--- src/rtl/svmc_pkg.sv ---
package svmc_pkg;
    typedef enum logic [2:0] {
        MD_INIT_RST = 3'd0,
        MD_INIT     = 3'd1,
        MD_RESET    = 3'd2,
        MD_NREQ     = 3'd3,
        MD_NORMAL   = 3'd4,
        MD_FLASH    = 3'd5,
        MD_LP_ON    = 3'd6,
        MD_LP_OFF   = 3'd7
    } mode_e;
endpackage

--- src/rtl/svmc_ms_timer.sv ---
module svmc_ms_timer #(
    parameter int TW     = 9,
    parameter int RST_MS = 1
) (
    input  logic          clk,
    input  logic          rst_n,
    input  logic          ms_tick,
    input  logic          load,
    input  logic [TW-1:0] load_val,
    output logic          done
);
    logic [TW-1:0] cnt;

    always_ff @(posedge clk or negedge rst_n) begin
        if (!rst_n)
            cnt <= TW'(RST_MS);
        else if (load)
            cnt <= load_val;
        else if (ms_tick && cnt != '0)
            cnt <= cnt - 1'b1;
    end

    assign done = (cnt == '0);
endmodule

--- src/rtl/svmc_dbg_latch.sv ---
module svmc_dbg_latch (
    input  logic clk,
    input  logic rst_n,
    input  logic in_init_rst,
    input  logic dbg_detect,
    input  logic dbg_exit,
    output logic dbg_on
);
    always_ff @(posedge clk or negedge rst_n) begin
        if (!rst_n)
            dbg_on <= 1'b0;
        else if (in_init_rst)
            dbg_on <= dbg_detect;
        else if (!dbg_detect || dbg_exit)
            dbg_on <= 1'b0;
    end
endmodule

--- src/rtl/svmc_mode_fsm.sv ---
module svmc_mode_fsm
    import svmc_pkg::*;
#(
    parameter int RST_MS = 1,
    parameter int WIN_MS = 256,
    parameter int CW     = 8,
    parameter int TW     = 9
) (
    input  logic          clk,
    input  logic          rst_n,
    input  logic          ms_done,
    input  logic          dbg_on,
    input  logic          wd_refresh,
    input  logic          wd_fault,
    input  logic          vdd_low,
    input  logic          wake,
    input  logic          cmd_secure,
    input  logic          cmd_plain,
    input  logic [2:0]    cmd_target,
    input  logic [CW-1:0] cfg_vdd_rst_ms,
    input  logic [CW-1:0] cfg_wake_win_ms,
    output mode_e         state,
    output logic          tmr_load,
    output logic [TW-1:0] tmr_val
);
    localparam logic [TW-1:0] RST_LEN = TW'(RST_MS);
    localparam logic [TW-1:0] WIN_LEN = TW'(WIN_MS);

    mode_e nxt;
    logic  fault;

    assign fault = wd_fault && !dbg_on;

    always_ff @(posedge clk or negedge rst_n) begin
        if (!rst_n) state <= MD_INIT_RST;
        else        state <= nxt;
    end

    always_comb begin
        nxt      = state;
        tmr_load = 1'b0;
        tmr_val  = RST_LEN;
        unique case (state)
            MD_INIT_RST: if (ms_done) begin
                nxt = MD_INIT; tmr_load = 1'b1; tmr_val = WIN_LEN;
            end
            MD_INIT: begin
                if (wd_refresh) nxt = MD_NORMAL;
                else if (ms_done && !dbg_on) begin
                    nxt = MD_INIT_RST; tmr_load = 1'b1;
                end
            end
            MD_RESET: if (ms_done) begin
                nxt = MD_NREQ; tmr_load = 1'b1; tmr_val = WIN_LEN;
            end
            MD_NREQ: begin
                if (vdd_low) begin
                    nxt = MD_RESET; tmr_load = 1'b1; tmr_val = TW'(cfg_vdd_rst_ms);
                end else if (fault || (ms_done && !dbg_on && !wd_refresh)) begin
                    nxt = MD_RESET; tmr_load = 1'b1;
                end else if (wd_refresh) nxt = MD_NORMAL;
            end
            MD_NORMAL: begin
                if (vdd_low) begin
                    nxt = MD_RESET; tmr_load = 1'b1; tmr_val = TW'(cfg_vdd_rst_ms);
                end else if (fault) begin
                    nxt = MD_RESET; tmr_load = 1'b1;
                end else if (cmd_secure) begin
                    if (cmd_target == 3'(MD_RESET)) begin
                        nxt = MD_RESET; tmr_load = 1'b1;
                    end else if (cmd_target == 3'(MD_INIT)) begin
                        nxt = MD_INIT; tmr_load = 1'b1; tmr_val = WIN_LEN;
                    end else if (cmd_target == 3'(MD_FLASH))
                        nxt = MD_FLASH;
                end else if (cmd_plain) begin
                    if (cmd_target == 3'(MD_LP_ON))       nxt = MD_LP_ON;
                    else if (cmd_target == 3'(MD_LP_OFF)) nxt = MD_LP_OFF;
                end
            end
            MD_FLASH: begin
                if (vdd_low) begin
                    nxt = MD_RESET; tmr_load = 1'b1; tmr_val = TW'(cfg_vdd_rst_ms);
                end else if (fault) begin
                    nxt = MD_RESET; tmr_load = 1'b1;
                end else if (cmd_plain && cmd_target == 3'(MD_NORMAL))
                    nxt = MD_NORMAL;
            end
            MD_LP_ON: begin
                if (vdd_low) begin
                    nxt = MD_RESET; tmr_load = 1'b1; tmr_val = TW'(cfg_vdd_rst_ms);
                end else if (fault) begin
                    nxt = MD_RESET; tmr_load = 1'b1;
                end else if (wake) begin
                    nxt = MD_NREQ; tmr_load = 1'b1; tmr_val = TW'(cfg_wake_win_ms);
                end
            end
            MD_LP_OFF: if (wake) begin
                nxt = MD_NREQ; tmr_load = 1'b1; tmr_val = TW'(cfg_wake_win_ms);
            end
        endcase
    end
endmodule

--- src/rtl/svmc_mode_ctrl.sv ---
module svmc_mode_ctrl
    import svmc_pkg::*;
#(
    parameter int RST_MS = 1,
    parameter int WIN_MS = 256,
    parameter int CW     = 8
) (
    input  logic          clk,
    input  logic          rst_n,
    input  logic          ms_tick,
    input  logic          wd_refresh,
    input  logic          wd_fault,
    input  logic          vdd_low,
    input  logic          wake,
    input  logic          cmd_secure,
    input  logic          cmd_plain,
    input  logic [2:0]    cmd_target,
    input  logic          reg_wr,
    input  logic          reg_wr_init,
    input  logic          dbg_detect,
    input  logic          dbg_exit,
    input  logic          batfail_clr,
    input  logic [CW-1:0] cfg_vdd_rst_ms,
    input  logic [CW-1:0] cfg_wake_win_ms,
    output logic          rst_pin_n,
    output logic          batfail,
    output logic [2:0]    mode,
    output logic          init_wr_en,
    output logic          reg_pass_en,
    output logic          dbg_active
);
    localparam int WIN_W = $clog2(WIN_MS + 1);
    localparam int TW    = (WIN_W > CW) ? WIN_W : CW;

    mode_e         state;
    logic          tmr_load, tmr_done;
    logic [TW-1:0] tmr_val;

    svmc_ms_timer #(.TW(TW), .RST_MS(RST_MS)) u_tmr (
        .clk(clk), .rst_n(rst_n), .ms_tick(ms_tick),
        .load(tmr_load), .load_val(tmr_val), .done(tmr_done)
    );

    svmc_dbg_latch u_dbg (
        .clk(clk), .rst_n(rst_n), .in_init_rst(state == MD_INIT_RST),
        .dbg_detect(dbg_detect), .dbg_exit(dbg_exit), .dbg_on(dbg_active)
    );

    svmc_mode_fsm #(.RST_MS(RST_MS), .WIN_MS(WIN_MS), .CW(CW), .TW(TW)) u_fsm (
        .clk(clk), .rst_n(rst_n), .ms_done(tmr_done), .dbg_on(dbg_active),
        .wd_refresh(wd_refresh), .wd_fault(wd_fault), .vdd_low(vdd_low),
        .wake(wake), .cmd_secure(cmd_secure), .cmd_plain(cmd_plain),
        .cmd_target(cmd_target), .cfg_vdd_rst_ms(cfg_vdd_rst_ms),
        .cfg_wake_win_ms(cfg_wake_win_ms), .state(state),
        .tmr_load(tmr_load), .tmr_val(tmr_val)
    );

    always_ff @(posedge clk or negedge rst_n) begin
        if (!rst_n)           batfail <= 1'b1;
        else if (batfail_clr) batfail <= 1'b0;
    end

    always_comb begin
        mode        = state;
        rst_pin_n   = !(state == MD_INIT_RST || state == MD_RESET);
        reg_pass_en = (state == MD_NORMAL || state == MD_FLASH);
        init_wr_en  = reg_wr && reg_wr_init && (state == MD_INIT);
    end
endmodule

--- config.mk ---
export PLATFORM = sky130hd
export DESIGN_NAME = svmc_mode_ctrl
export DESIGN_NICKNAME = d
export VERILOG_FILES = /design/src/rtl/svmc_pkg.sv /design/src/rtl/svmc_ms_timer.sv /design/src/rtl/svmc_dbg_latch.sv /design/src/rtl/svmc_mode_fsm.sv /design/src/rtl/svmc_mode_ctrl.sv
export SDC_FILE = /design/constraint.sdc
export NUM_CORES = 1
export LEC_CHECK = 0
export BUFFER_PORTS_ARGS = -buffer_cell sky130_fd_sc_hd__clkbuf_2
export CORE_UTILIZATION = 52
export CTS_CLUSTER_DIAMETER = 50
export DETAILED_ROUTE_END_ITERATION = 12
export GPL_TIMING_DRIVEN = 0
export PLACE_DENSITY = 0.89
export SETUP_SLACK_MARGIN = 0.3
export SYNTH_ARGS = -nofsm -noshare
export SYNTH_HDL_FRONTEND = slang
export SYNTH_SLANG_ARGS = --single-unit
--- constraint.sdc ---
create_clock -name clk -period 2.1 [get_ports clk]
set_input_delay 0.105 -clock clk [delete_from_list [all_inputs] [get_ports clk]]
set_output_delay 0.105 -clock clk [all_outputs]
set_load 0.02 [all_outputs]
Yosys cells after proc, flatten, opt, wreduce, memory -nomap -nowiden
Cells that the tools add are included.

Memory bits (read-only): 0. Output and inout bits: 8. Bits in latches: 0. Word-level logic and storage cells: 103. Memories: 0. Bits of input ports: 33. Bits in writable memories: 0. Flip-flop bits (word level): 14.

Order comparisons: 0. Div/mod/pow operators: 0. Multiplexer cells: 54. Bitwise operators: 0. Reductions and logical operators: 23. Add/sub/neg operators: 1. Multipliers: 0. Shifts and indexed selects: 0. Equal/unequal tests: 21.

Operators by type and width (count): two-way mux 9 bit (10); two-way mux 3 bit (22); one-hot mux 9 bit (5 select lines) (1); == test 3 bit, second input constant (8); one-hot mux 3 bit (8 select lines) (1); two-way mux 1 bit (17); two-way mux 8 bit (2); == test 3 x 2 -> 1 bit, second input constant (3); zero test 9 bit (1); nonzero test 9 bit (1); subtractor 9 x 1 -> 9 bit, second input constant (1); AND reduction 8 bit (1); logical AND 1 bit (7); != test 7 x 3 -> 1 bit, second input constant (1); one-hot mux 1 bit (7 select lines) (1); == test 3 x 1 -> 1 bit, second input constant (2); != test 6 x 3 -> 1 bit, second input constant (1); != test 5 x 4 -> 1 bit, second input constant (1); zero test 1 bit (4); logical OR 1 bit (4); != test 2 x 1 -> 1 bit, second input constant (2); != test 4 x 2 -> 1 bit, second input constant (1); != test 4 x 3 -> 1 bit, second input constant (1); nonzero test 2 bit (2); 3 further kinds (4).

Depth between registers and ports, before layout
Gate-level depths: netlist (run 1).

Depth after elaboration: 8. Mapped depth: 8. Gate-level depth less buffers: 8.

Cells and area by module
Synthesis (run 1) repeated with hierarchy kept, for this count alone.

Cells, all modules: 178. Area, all modules: 1408.9 um2.

By module, submodules not included: svmc_mode_fsm (instances 1, cells each 93, area each 671.9 um2, seq. area each 75.1 um2); svmc_ms_timer (instances 1, cells each 75, area each 625.6 um2, seq. area each 226.5 um2); svmc_mode_ctrl (instances 1, cells each 7, area each 65.1 um2, seq. area each 26.3 um2); svmc_dbg_latch (instances 1, cells each 3, area each 46.3 um2, seq. area each 25.0 um2).

Worst setup path before layout (run 1)
No wires, ideal clock.

Path kind: register -> register. From: register u_fsm.state[2]. To: register u_tmr.cnt[7]. Setup time: 0.120 ns. Path slack: -0.087 ns. Arrival time: 2.067 ns. Buffers on the path: 2. Data required time: 1.980 ns. Stages on the path, launching flop included: 9. Period minus slack after synthesis: 2.187 ns. Cells stage by stage: dfrtp_1 > buf_2 > nor2b_1 > and3_1 > buf_2 > nand2_1 > a21oi_2 > o21ai_2 > o211a_1.

Cells in the longest elaborated chain, start to end: 4. Elaborated cells between the ends (all ways): 14. Those cells by class: eq/ne: 7; mux: 3; reduce/logical: 4.

Ends and longest elaborated chain: from (decl) (RTL line svmc_mode_fsm.sv:22) `output mode_e state,`; from (signal assigned) (RTL line svmc_mode_fsm.sv:36) `else state <= nxt;`; == test 3 x 2 -> 1 bit, or another cell as far along (RTL line svmc_mode_fsm.sv:43) `unique case (state)`; OR reduction 2 bit (no line); one-hot mux 1 bit (7 select lines) / one-hot mux 9 bit (5 select lines) (equally long branches) (RTL line svmc_mode_fsm.sv:43); two-way mux 9 bit / nonzero test 2 bit (equally long branches); to (signal assigned) (RTL line svmc_ms_timer.sv:16) `cnt <= TW'(RST_MS);`; to (signal assigned) (RTL line svmc_ms_timer.sv:18) `cnt <= load_val;`; to (signal assigned) (RTL line svmc_ms_timer.sv:20) `cnt <= cnt - 1'b1;`; to (decl) (RTL line svmc_ms_timer.sv:12) `logic [TW-1:0] cnt;`.

Several ways; a longest one is shown, not always the timed one. A chain may end at the register's enable or synchronous reset.

Worst setup path in the final report (run 1)
From: register u_tmr.cnt[0]. To: register u_tmr.cnt[6].

Cells in the longest elaborated chain, start to end: 8. Elaborated cells between the ends (all ways): 16. Those cells by class: add/sub: 1; mux: 8; reduce/logical: 7.

Ends and longest elaborated chain: zero test 9 bit (RTL line svmc_ms_timer.sv:23) `assign done = (cnt == '0);`; logical AND 1 bit (RTL line svmc_mode_fsm.sv:49, svmc_mode_fsm.sv:59); logical AND 1 bit (RTL line svmc_mode_fsm.sv:59) `end else if (fault || (ms_done && !dbg_on && !wd_refresh)) begin`; logical OR 1 bit (RTL line svmc_mode_fsm.sv:59); two-way mux 1 bit (RTL line svmc_mode_fsm.sv:59); two-way mux 1 bit (RTL line svmc_mode_fsm.sv:57) `if (vdd_low) begin`; one-hot mux 1 bit (7 select lines) (RTL line svmc_mode_fsm.sv:43); two-way mux 9 bit / nonzero test 2 bit (equally long branches).

Several ways; a longest one is shown, not always the timed one. The select of a mux whose other input is x is not followed.

==> metrics.cfg, run 1 <==
[status]
outcome = completed

[sta]
fmax_ghz = 0.4822
max_slew_margin = 0.6805
setup_ws_ps = 26.19
setup-tns-final_ps = 0
fin_skew_ps = 0.8343
final-max-slew-violation-count = 0
period_share = 0.9875
hold_ws_ps = 29.88
period_minus_slack_ps = 2074
worst_pin_slew_ps = 474.2
setup_viol = 0
finalHoldViolCount = 0
rsz0062_at_grt = yes

[die]
die-area_um2 = 2909
num_rows = 18
die_width_um = 53.94
die_h_um = 53.94
ios = 41
core_um2 = 2522
initial_core_util = 0.5561

[yosys]
yosysSeqAreaShare = 0.2516
syn_area_um2 = 1403
synth_edf_count = 0
synth_warnings = 0
synthCells = 179
synth_cell_types = 58
synth_seq_cells = 14
synth_ff_type = dfrtp_1
syn-mean-instance-area_um2 = 7.836
synth-async-reset-ratio = 1.000
syn_nets = 214

[layout]
drive_gt1_frac = 0.4440
fin_nets = 277
multi_input_area_um2 = 1232
fin_area_um2 = 2092
fill_cells = 159
n_antenna_cell = 0
syn_to_final_growth_pct = 49.15
final_util = 0.8294
final-seq-area_um2 = 359.1

[power]
swShare = 0.4929
leakage_nw = 0.9197
ir_drop_uv = 972.9
p_sw_mw = 1.457
combPwrFrac = 0.764
p_seq_frac = 0.170
p_clk_frac = 0.066
p_int_mw = 1.499
p_per_area_nw_per_um2 = 1413

[route]
dr.pass1.iters = 7
wl_per_cell_um = 18.38
drcViolationCount = 0
vias_per_cell = 6.731
drt_iter0_markers = 142
wl_um = 4981
ant_nets = 0
vias = 1824

[cts]
cts_tree = done
cts.clk_slew.worst_paths_ps = 90
cts_root_buf = clkbuf_4
h-tree-depth = 1
clockBufferDepth = 2
clk_latency_ps = 280
cts_sinks = 14
numCtsBuffers = 3

[setup_path]
worst_setup_path_end_kind = register
critPathLaunchType = register
required_ps = 2290
cp_max_fo = 5
rr_startpoint = u_tmr.cnt[0]$_DFFE_PN1P_
crit_arrival_ps = 2260
path_class = register to register
r2r_cells = 9
reg2reg_slack_ps = 30
reg2reg_to = u_tmr.cnt[6]$_DFFE_PN0P_

[flow_run]
max_cap_viol_count = 0

[global_route]
antenna_found_initial = 0
grt_pass1_vias = 1582
grt_max_degree = 15
grt.overflow.total = 0
grt.total_usage = 0.3282
grt_pass1_wl_um = 6851

[placement]
postPlaceCellArea_um2 = 1729
numPortBuffers = 39
gp_congestion = 0.9339
dpl.hpwl_um = 2952
dp_slack_ps = 92.70

[min_path]
min_to = u_dbg.dbg_on$_DFFE_PN0P_
holdPathStages = 2
hold_class = primary input to register
min_from = dbg_detect

-- layout make-up --
class | count | area share
tap | 30 | 0.01794
inverter | 9 | 0.01734
timing repair buffer | 56 | 0.1567
multi-input combinational | 150 | 0.5891
clock buffer | 4 | 0.01734
buffer | 8 | 0.02990
sequential | 14 | 0.1717
-- through the flow --
step                total power [mW]  std cells
finish                         2.956        271
global route                   3.117        271
CTS                            2.589        264
detailed placement             2.151        248
global placement               2.123        248
floorplan                      1.785        179
-- how the worst max path moves through the flow --
stage,from,to,cells after the start
final,u_tmr.cnt[0]$_DFFE_PN1P_,u_tmr.cnt[6]$_DFFE_PN0P_,9
after global routing,u_tmr.cnt[0]$_DFFE_PN1P_,u_tmr.cnt[6]$_DFFE_PN0P_,9
after CTS,u_tmr.cnt[5]$_DFFE_PN0P_,u_tmr.cnt[5]$_DFFE_PN0P_,6
after detailed placement,u_tmr.cnt[4]$_DFFE_PN0P_,u_tmr.cnt[5]$_DFFE_PN0P_,6
after global placement,u_tmr.cnt[0]$_DFFE_PN1P_,u_tmr.cnt[7]$_DFFE_PN0P_,7
after floorplan,u_fsm.state[1]$_DFFE_PN0P_,u_tmr.cnt[3]$_DFFE_PN0P_,8
-- what timing repair did --
| action | 4_1_cts | 5_1_grt |
|---|---|---|
| endpoints found under the hold margin | 13 | 0 |
| pin swaps | 6 | 6 |
| hold buffers | 2 | 0 |
| setup buffers | 8 | 7 |
| gates cloned | 2 | 0 |
| endpoints found under the setup margin | 12 | 12 |
| gates resized for setup | 16 | 25 |
-- cells by family after synthesis --
kind of cell / Yosys count / synth area share
compound gates: 73 / 0.3881
buf+inv: 17 / 0.04728
fa+ha+maj: 2 / 0.01784
flops: 14 / 0.2516
simple gates: 70 / 0.2765
xor+xnor: 3 / 0.01874
-- worst max-delay path, cell delays in order (launching register included) --
cell and delay (ps):
dfstp_2 390, inv_2 100, ha_4 140, nor4b_4 250, and4b_2 420, buf_4 160
buf_4 110, a21oi_4 40, o21a_1 180, nor3_1 190
-- cells in the mapped netlist, types with 4 or more instances --
library cell  instances  area share
nor2_1               15       0.040
dfrtp_1              12        0.21
a21oi_1              11       0.039
nand2_1              11       0.029
o21ai_0              11       0.039
inv_1                 9       0.024
o21a_1                7       0.037
clkbuf_1              6       0.016
nand3_1               6       0.021
nor2b_1               6       0.027
and3_1                4       0.018
nor3_1                4       0.014
or2_2                 4       0.018
-- per-layer routing --
| metal | global-route usage | vias to the layer above | wire length [um] |
|---|---|---|---|
| li1 | - | 825 | - |
| met2 | 0.5761 | 132 | 2603 |
| met4 | 0.1798 | 0 | 144 |
| met5 | 0 | - | 0 |
| met3 | 0.06780 | 26 | 378 |
| met1 | 0.3649 | 841 | 1854 |
-- power by group through the flow --
| stage | registers [mW] | clock network [mW] | logic (mW) |
|---|---|---|---|
| detailed placement | 0.513 | 0 | 1.64 |
| global route | 0.510 | 0.210 | 2.40 |
| global placement | 0.509 | 0 | 1.61 |
| CTS | 0.488 | 0.199 | 1.90 |
| finish | 0.502 | 0.196 | 2.26 |
| floorplan | 0.527 | 0 | 1.26 |
-- placed cells by master (no fill, tap or decap), types with 3 or more instances in the layout --
cell       n
a222oi_1   3
or2_2      4
nor2_1    14
clkbuf_4   3
o21ba_1    3
buf_4     16
o21a_1     7
a21oi_1   10
nand2_1    8
a221o_1    3
clkbuf_2  41
nand3_1    6
nor3_1     3
o21ai_0    9
dfrtp_2    5
dfrtp_1    7
nor2b_1    5
nand4_1    3
and3_1     4
inv_1      6
-- state kept, by name, summed over array words and instances, names as in the netlist --
name	count
u_tmr.cnt	9
u_fsm.state	3
batfail	1
u_dbg.dbg_on	1
Note: power is estimated with default switching activity, not from simulation.
==> inputs of run 2 (changes only) <==
Settings changed: CORE_UTILIZATION 52 to 56, GPL_TIMING_DRIVEN 0 to not set, PLACE_DENSITY 0.89 to 0.94.
Clock period 2.1 ns to 2.5 ns, I/O delays scaled along.
==> metrics.cfg, run 2 (synthesis gave the netlist of run 1 again) <==
[status]
outcome = completed

[global_route]
grt_pass1_vias = 1565  ; -1.1%
grt.total_usage = 0.3419  ; +0.01370
grt_pass1_wl_um = 6900  ; +0.72%
grt_max_degree = 19  ; +4
antenna_found_initial = 0  ; unchanged
grt.overflow.total = 0  ; unchanged

[route]
wl_um = 4625  ; -7.1%
drt_iter0_markers = 102  ; -28%
vias_per_cell = 6.972  ; +3.6%
wl_per_cell_um = 18.43  ; +0.25%
ant_nets = 0  ; unchanged
drcViolationCount = 0  ; unchanged
dr.pass1.iters = 5  ; -2
vias = 1750  ; -4.1%

[die]
core_um2 = 2276  ; -9.8%
die-area_um2 = 2709  ; -6.9%
initial_core_util = 0.6163  ; +0.06022
ios = 41  ; unchanged
die_width_um = 52.05  ; -3.5%
num_rows = 17  ; -1
die_h_um = 52.05  ; -3.5%

[sta]
setup_viol = 0  ; unchanged
period_minus_slack_ps = 2136  ; +61.99 ps
setup-tns-final_ps = 0  ; unchanged
rsz0062_at_grt = no
final-max-slew-violation-count = 0  ; unchanged
finalHoldViolCount = 0  ; unchanged
period_share = 0.8543  ; -0.1332
worst_pin_slew_ps = 578.2  ; +104.0 ps
max_slew_margin = 0.6145  ; -0.06602
fin_skew_ps = 4.857  ; +4.023 ps
fmax_ghz = 0.4682  ; -2.9%

[setup_path]
path_delay_family = simple AND/OR/NAND/NOR gates
required_ps = 2710  ; +420 ps
reg2reg_slack_ps = 360  ; +340 ps
worst_setup_path_end_kind = register
path_depth = 6  ; -3
path_class = register to register
r2r_cells = 6  ; -3
timing.critical_path.slowest_cell_delay_ps = 600  ; +180 ps
cp_max_fo = 18  ; +13
cp_num_buf_inv = 0  ; -3
critical-path-slowest-cell = dfrtp_1
cp_common_cell = nand2_1
critPathLaunchType = register
crit_arrival_ps = 2350  ; +90 ps
reg2reg_to = u_tmr.cnt[1]$_DFFE_PN0P_
cp_cell_sequence = nor3b_2 -> nand2_1 -> nand2_1 -> a21oi_4 -> o21ai_2 -> a2bb2oi_1
rr_startpoint = u_fsm.state[0]$_DFFE_PN0P_

[power]
leakage_nw = 0.8069  ; -12%
ir_drop_uv = 657.7  ; -32%
p_per_area_nw_per_um2 = 1162  ; -18%
finalPower_mw = 2.061  ; -30%

[layout]
fin_nets = 259  ; -6.5%
most-common-layout-cells = clkbuf_2, nor2_1, nand2_1, o21ai_0, a21oi_1
reg_top3 = u_tmr.cnt x9, u_fsm.state x3
fin_area_um2 = 1774  ; -15%
syn_to_final_growth_pct = 26.49
n_antenna_cell = 0  ; unchanged
final_common_cell = clkbuf_2
largest_reg_flops = 9  ; unchanged
final_util = 0.7795  ; -0.04982
drive_gt1_frac = 0.3184  ; -0.1256
top_register = u_tmr.cnt
fin_cells = 251  ; -7.4%
multi_input_area_um2 = 1047  ; -15%
fill_cells = 159  ; unchanged
final-seq-area_um2 = 356.6  ; -0.70%

[cts]
h-tree-depth = 1  ; unchanged
cts_tree = done
cts_sinks = 14  ; unchanged
cts.clk_slew.worst_paths_ps = 90  ; about the same
clockBufferDepth = 2  ; unchanged
numCtsBuffers = 3  ; unchanged
cts_root_buf = clkbuf_4
clk_latency_ps = 290  ; about the same

[placement]
numPortBuffers = 40  ; +2.6%
postPlaceCellArea_um2 = 1628  ; -5.9%
dpl.hpwl_um = 3241  ; +9.8%
gp_congestion = 0.9366  ; +0.29%
dp_cells = 242  ; -2.4%

[min_path]
hold_class = primary input to register
min_from = dbg_detect
holdPathStages = 2  ; unchanged
min_to = u_dbg.dbg_on$_DFFE_PN0P_

[flow_run]
max_cap_viol_count = 0  ; unchanged

run 2: report_power, final:
group	leakage [nW]	internal [mW]	switching, mW
Clock	0.0210	0.0889	0.0827
Combinational	0.614	0.609	0.766
Sequential	0.172	0.320	0.194
Total	0.807	1.02	1.04
run 2: worst max path at each step:
| stage | startpoint | to | slack [ps] |
|---|---|---|---|
| 2_1_floorplan | u_fsm.state[2]$_DFFE_PN0P_ | u_tmr.cnt[7]$_DFFE_PN0P_ | 310 |
| 3_3_place_gp | u_fsm.state[2]$_DFFE_PN0P_ | u_tmr.cnt[7]$_DFFE_PN0P_ | 370 |
| 3_5_place_dp | u_fsm.state[2]$_DFFE_PN0P_ | u_tmr.cnt[7]$_DFFE_PN0P_ | 270 |
| 4_1_cts | u_fsm.state[0]$_DFFE_PN0P_ | u_tmr.cnt[1]$_DFFE_PN0P_ | 280 |
| 5_1_grt | u_dbg.dbg_on$_DFFE_PN0P_ | u_tmr.cnt[7]$_DFFE_PN0P_ | 270 |
| 6_report | u_fsm.state[0]$_DFFE_PN0P_ | u_tmr.cnt[1]$_DFFE_PN0P_ | 360 |
run 2: layer usage:
layer,share of wire,up-vias,GRT usage
met5,0,-,0
met3,0.11,17,0.04678
met2,0.49,143,0.6004
li1,-,781,-
met1,0.38,809,0.4144
met4,0.022,0,0.1351
run 2: area by class of cell:
cell class,instances,area share
inverter,9,0.01904
timing repair buffer,48,0.1495
clock buffer,4,0.02045
multi-input combinational,148,0.5903
tap,28,0.01975
sequential,14,0.2010
run 2: per-stage QoR:
step | hold WS (ps) | setup slack (ps)
final | 18.63 | 364.2
after global routing | 39.85 | 272.6
after CTS | 28.88 | 278.1
after detailed placement | 54.45 | 265.5
after global placement | 46.88 | 374.1
after floorplan | -170.6 | 312.7
run 2: what timing repair did:
item / CTS / global route
hold buffers: 2 / 0
resized for setup: 3 / 11
setup endpoints to repair: 7 / 10
hold endpoints to repair: 13 / 0
pin swaps: 1 / 1
buffers inserted: 0 / 3
==> inputs of run 3 (changes only) <==
--- a/config.mk
+++ b/config.mk
@@ -6,6 +6,7 @@
 export NUM_CORES = 1
 export LEC_CHECK = 0
+export ABC_AREA = 1
 export BUFFER_PORTS_ARGS = -buffer_cell sky130_fd_sc_hd__clkbuf_2
-export CORE_UTILIZATION = 56
+export CORE_UTILIZATION = 55
 export CTS_CLUSTER_DIAMETER = 50
 export DETAILED_ROUTE_END_ITERATION = 12
==> constraint.sdc (replaced) <==
create_clock -name clk -period 2.5 [get_ports clk]
set_input_delay 0.25 -clock clk [delete_from_list [all_inputs] [get_ports clk]]
set_output_delay 0.25 -clock clk [all_outputs]
set_load 0.02 [all_outputs]
==> metrics.cfg, run 3 <==
[route]
met1_length_um = 1543  ; -11%
drcViolationCount = 0  ; unchanged
vias_per_cell = 5.476  ; -21%
dr_wl_met2_um = 1451  ; -36%
vias = 1506  ; -14%
wl_per_cell_um = 11.84  ; -36%
ant_nets = 0  ; unchanged
dr.pass1.iters = 4  ; -1
drt_iter0_markers = 48  ; -53%
wl_um = 3256  ; -30%
highest_layer = met4
route.met3.wl_um = 212  ; -59%

[sta]
fin_skew_ps = 3.567  ; -1.290 ps
period_minus_slack_ps = 1944  ; -192.1 ps
period_share = 0.7775  ; -0.07684
finalHoldViolCount = 0  ; unchanged
setup-tns-final_ps = 0  ; unchanged
final-max-slew-violation-count = 0  ; unchanged
worst_pin_slew_ps = 348.0  ; -230.2 ps
setup_viol = 0  ; unchanged
max_slew_margin = 0.7680  ; +0.1535
fmax_ghz = 0.5145  ; +9.9%
rsz0062_at_grt = no

[setup_path]
cp_max_fo = 19  ; +1
crit_arrival_ps = 2110  ; -240 ps
path_class = register to register
rr_startpoint = u_tmr.cnt[1]$_DFFE_PN0P_
reg2reg_slack_ps = 560  ; +190 ps
reg2reg_to = u_tmr.cnt[3]$_DFFE_PN0P_
critPathLaunchType = register
r2r_cells = 15  ; +9
startpoint = u_tmr.cnt[1]$_DFFE_PN0P_
required_ps = 2660  ; -50 ps
worst_setup_path_end_kind = register

[yosys]
synth_seq_cells = 14  ; unchanged
synth_most_common_cell = nand2_1
syn_area_um2 = 1343  ; -4.3%
synthCells = 207  ; +16%
synthTopCellsByCount = nand2_1, inv_1, nand3_1, nor2_1, dfrtp_1
yosysTopAreaCell = dfrtp_1
synth_cell_types = 32  ; -45%
yosysSeqAreaShare = 0.2628  ; +0.01125
syn-mean-instance-area_um2 = 6.486  ; -17%
syn_nets = 242  ; +13%
synth_ff_type = dfrtp_1
yosysTopAreaCellShare = 0.2237  ; +0.009577
synth-async-reset-ratio = 1.000  ; unchanged
synthTopCellsByArea = dfrtp_1, nand2_1, inv_1
synth_edf_count = 0  ; unchanged
synth_warnings = 0  ; unchanged

[die]
die_h_um = 51.41  ; -1.2%
core_um2 = 2255  ; -0.93%
die-area_um2 = 2642  ; -2.4%
initial_core_util = 0.5954  ; -0.02082
ios = 41  ; unchanged
die_width_um = 51.41  ; -1.2%
num_rows = 17  ; unchanged

[cts]
post_cts.repair.setup_buffers = 0  ; unchanged
cts_root_buf = clkbuf_4
clk_latency_ps = 260  ; -30 ps
cts.clk_slew.worst_paths_ps = 70  ; -20 ps
cts_tree = done
h-tree-depth = 1  ; unchanged
clockBufferDepth = 2  ; unchanged
cts_sinks = 14  ; unchanged
numCtsBuffers = 3  ; unchanged

[layout]
most-common-layout-cells = nand2_1, clkbuf_2, inv_1
reg_top3 = u_tmr.cnt x9, u_fsm.state x3
syn_to_final_growth_pct = 17.99
fin_cells = 275  ; +9.6%
drive_gt1_frac = 0.2591  ; -0.05928
largest_reg_flops = 9  ; unchanged
n_antenna_cell = 0  ; unchanged
final_common_cell = nand2_1
fin_nets = 283  ; +9.3%
top_register = u_tmr.cnt

[placement]
dpl.hpwl_um = 2686  ; -17%
numPortBuffers = 40  ; unchanged
dp_cells = 270  ; +12%
gp_congestion = 0.9781  ; +4.4%

[flow_run]
max_cap_viol_count = 0  ; unchanged

[global_route]
grt_pass1_vias = 1377  ; -12%
grt.overflow.total = 0  ; unchanged
grt_max_degree = 20  ; +1
antenna_found_initial = 0  ; unchanged
grt.total_usage = 0.2719  ; -0.07005
grt_pass1_wl_um = 5485  ; -21%

[power]
ir_drop_uv = 762.1  ; +16%
p_per_area_nw_per_um2 = 1182  ; +1.7%
leakage_nw = 0.8834  ; +9.5%

[status]
outcome = completed

[min_path]
min_to = batfail$_DFFE_PN1P_
hold_class = primary input to register
holdPathStages = 2  ; unchanged
min_from = batfail_clr

[run 3: cell count changes after synthesis, sizes merged, moves of 4 or more]
| cell | delta |
|---|---|
| a21oi | -8 |
| a32oi | +7 |
| and3 | -4 |
| clkbuf | -5 |
| inv | +23 |
| nand2 | +49 |
| nand3 | +19 |
| nand3b | +5 |
| nor2 | +11 |
| nor2b | -7 |
| nor3 | -4 |
| o21a | -6 |
[run 3: final cells by class]
cell class	count	area [um^2]
Clock buffer	4	36.28
Sequential cell	14	352.8
Timing Repair Buffer	41	210.2
Tap cell	28	35.03
Fill cell	216	670.6
Inverter	32	120.1
Multi-Input combinational cell	156	829.5
[run 3: cell families (layout without fill, tap and decap cells)]
kind of cell    count (synthesis)  in the layout  share of synthesized area
fa+ha+maj                       2              2                    0.01864
flops                          14             14                     0.2628
compound gates                 29             29                     0.1417
xor+xnor                        3              3                    0.01957
buf+inv                        37             77                     0.1211
simple gates                  122            122                     0.4362
[run 3: report_power, final]
part / total, mW / internal [mW] / leakage (nW) / switching (mW)
combinational: 1.25 / 0.434 / 0.692 / 0.819
sequential: 0.471 / 0.343 / 0.171 / 0.128
clock: 0.148 / 0.0883 / 0.0210 / 0.0593
total: 1.87 / 0.865 / 0.883 / 1.01
[run 3: repair_timing]
item | 4_1_cts | 5_1_grt
hold buffers | 1 | 0
endpoints found under the hold margin | 12 | 0
endpoints found under the setup margin | 0 | 4
resized for setup | 0 | 2
[run 3: critical path: stages (launching register included)]
cell	delay [ps]
dfrtp_1	380
inv_1	100
ha_1	150
inv_1	40
nor2_1	100
nand2_2	70
nor2_4	120
inv_2	80
nand2_4	70
nand3_2	80
nor2_4	130
nand3_4	200
nand2_1	110
nand2_1	70
nand2_1	80
inv_1	40
[run 3: worst max path at each step]
stage / end / slack (ps) / cells past startpoint
after floorplan: u_tmr.cnt[3]$_DFFE_PN0P_ / 650 / 13
after global placement: u_tmr.cnt[7]$_DFFE_PN0P_ / 560 / 14
after detailed placement: u_tmr.cnt[7]$_DFFE_PN0P_ / 490 / 14
after CTS: u_tmr.cnt[7]$_DFFE_PN0P_ / 490 / 14
after global routing: u_tmr.cnt[8]$_DFFE_PN0P_ / 320 / 15
final: u_tmr.cnt[3]$_DFFE_PN0P_ / 560 / 15
[run 3: per-layer routing]
layer,track usage,vias up
met2,0.4177,66
met1,0.3866,676
met5,0,-
li1,-,758
met3,0.03571,6
met4,0.09910,0
[run 3: per-stage QoR]
| stage | area [um^2] | total power, mW | util | hold slack [ps] | setup WS, ps |
|---|---|---|---|---|---|
| 2_1_floorplan | 1343 | 1.436 | - | -45.59 | 645.6 |
| 3_3_place_gp | 1535 | 1.661 | 0.6809 | 159.6 | 555.8 |
| 3_5_place_dp | 1535 | 1.707 | 0.6809 | 156.3 | 493.4 |
| 4_1_cts | 1582 | 1.865 | 0.7014 | 89.18 | 488.4 |
| 5_1_grt | 1584 | 2.078 | 0.7026 | 85.66 | 317.0 |
| 6_report | 1584 | 1.872 | 0.7026 | 95.66 | 556.3 |
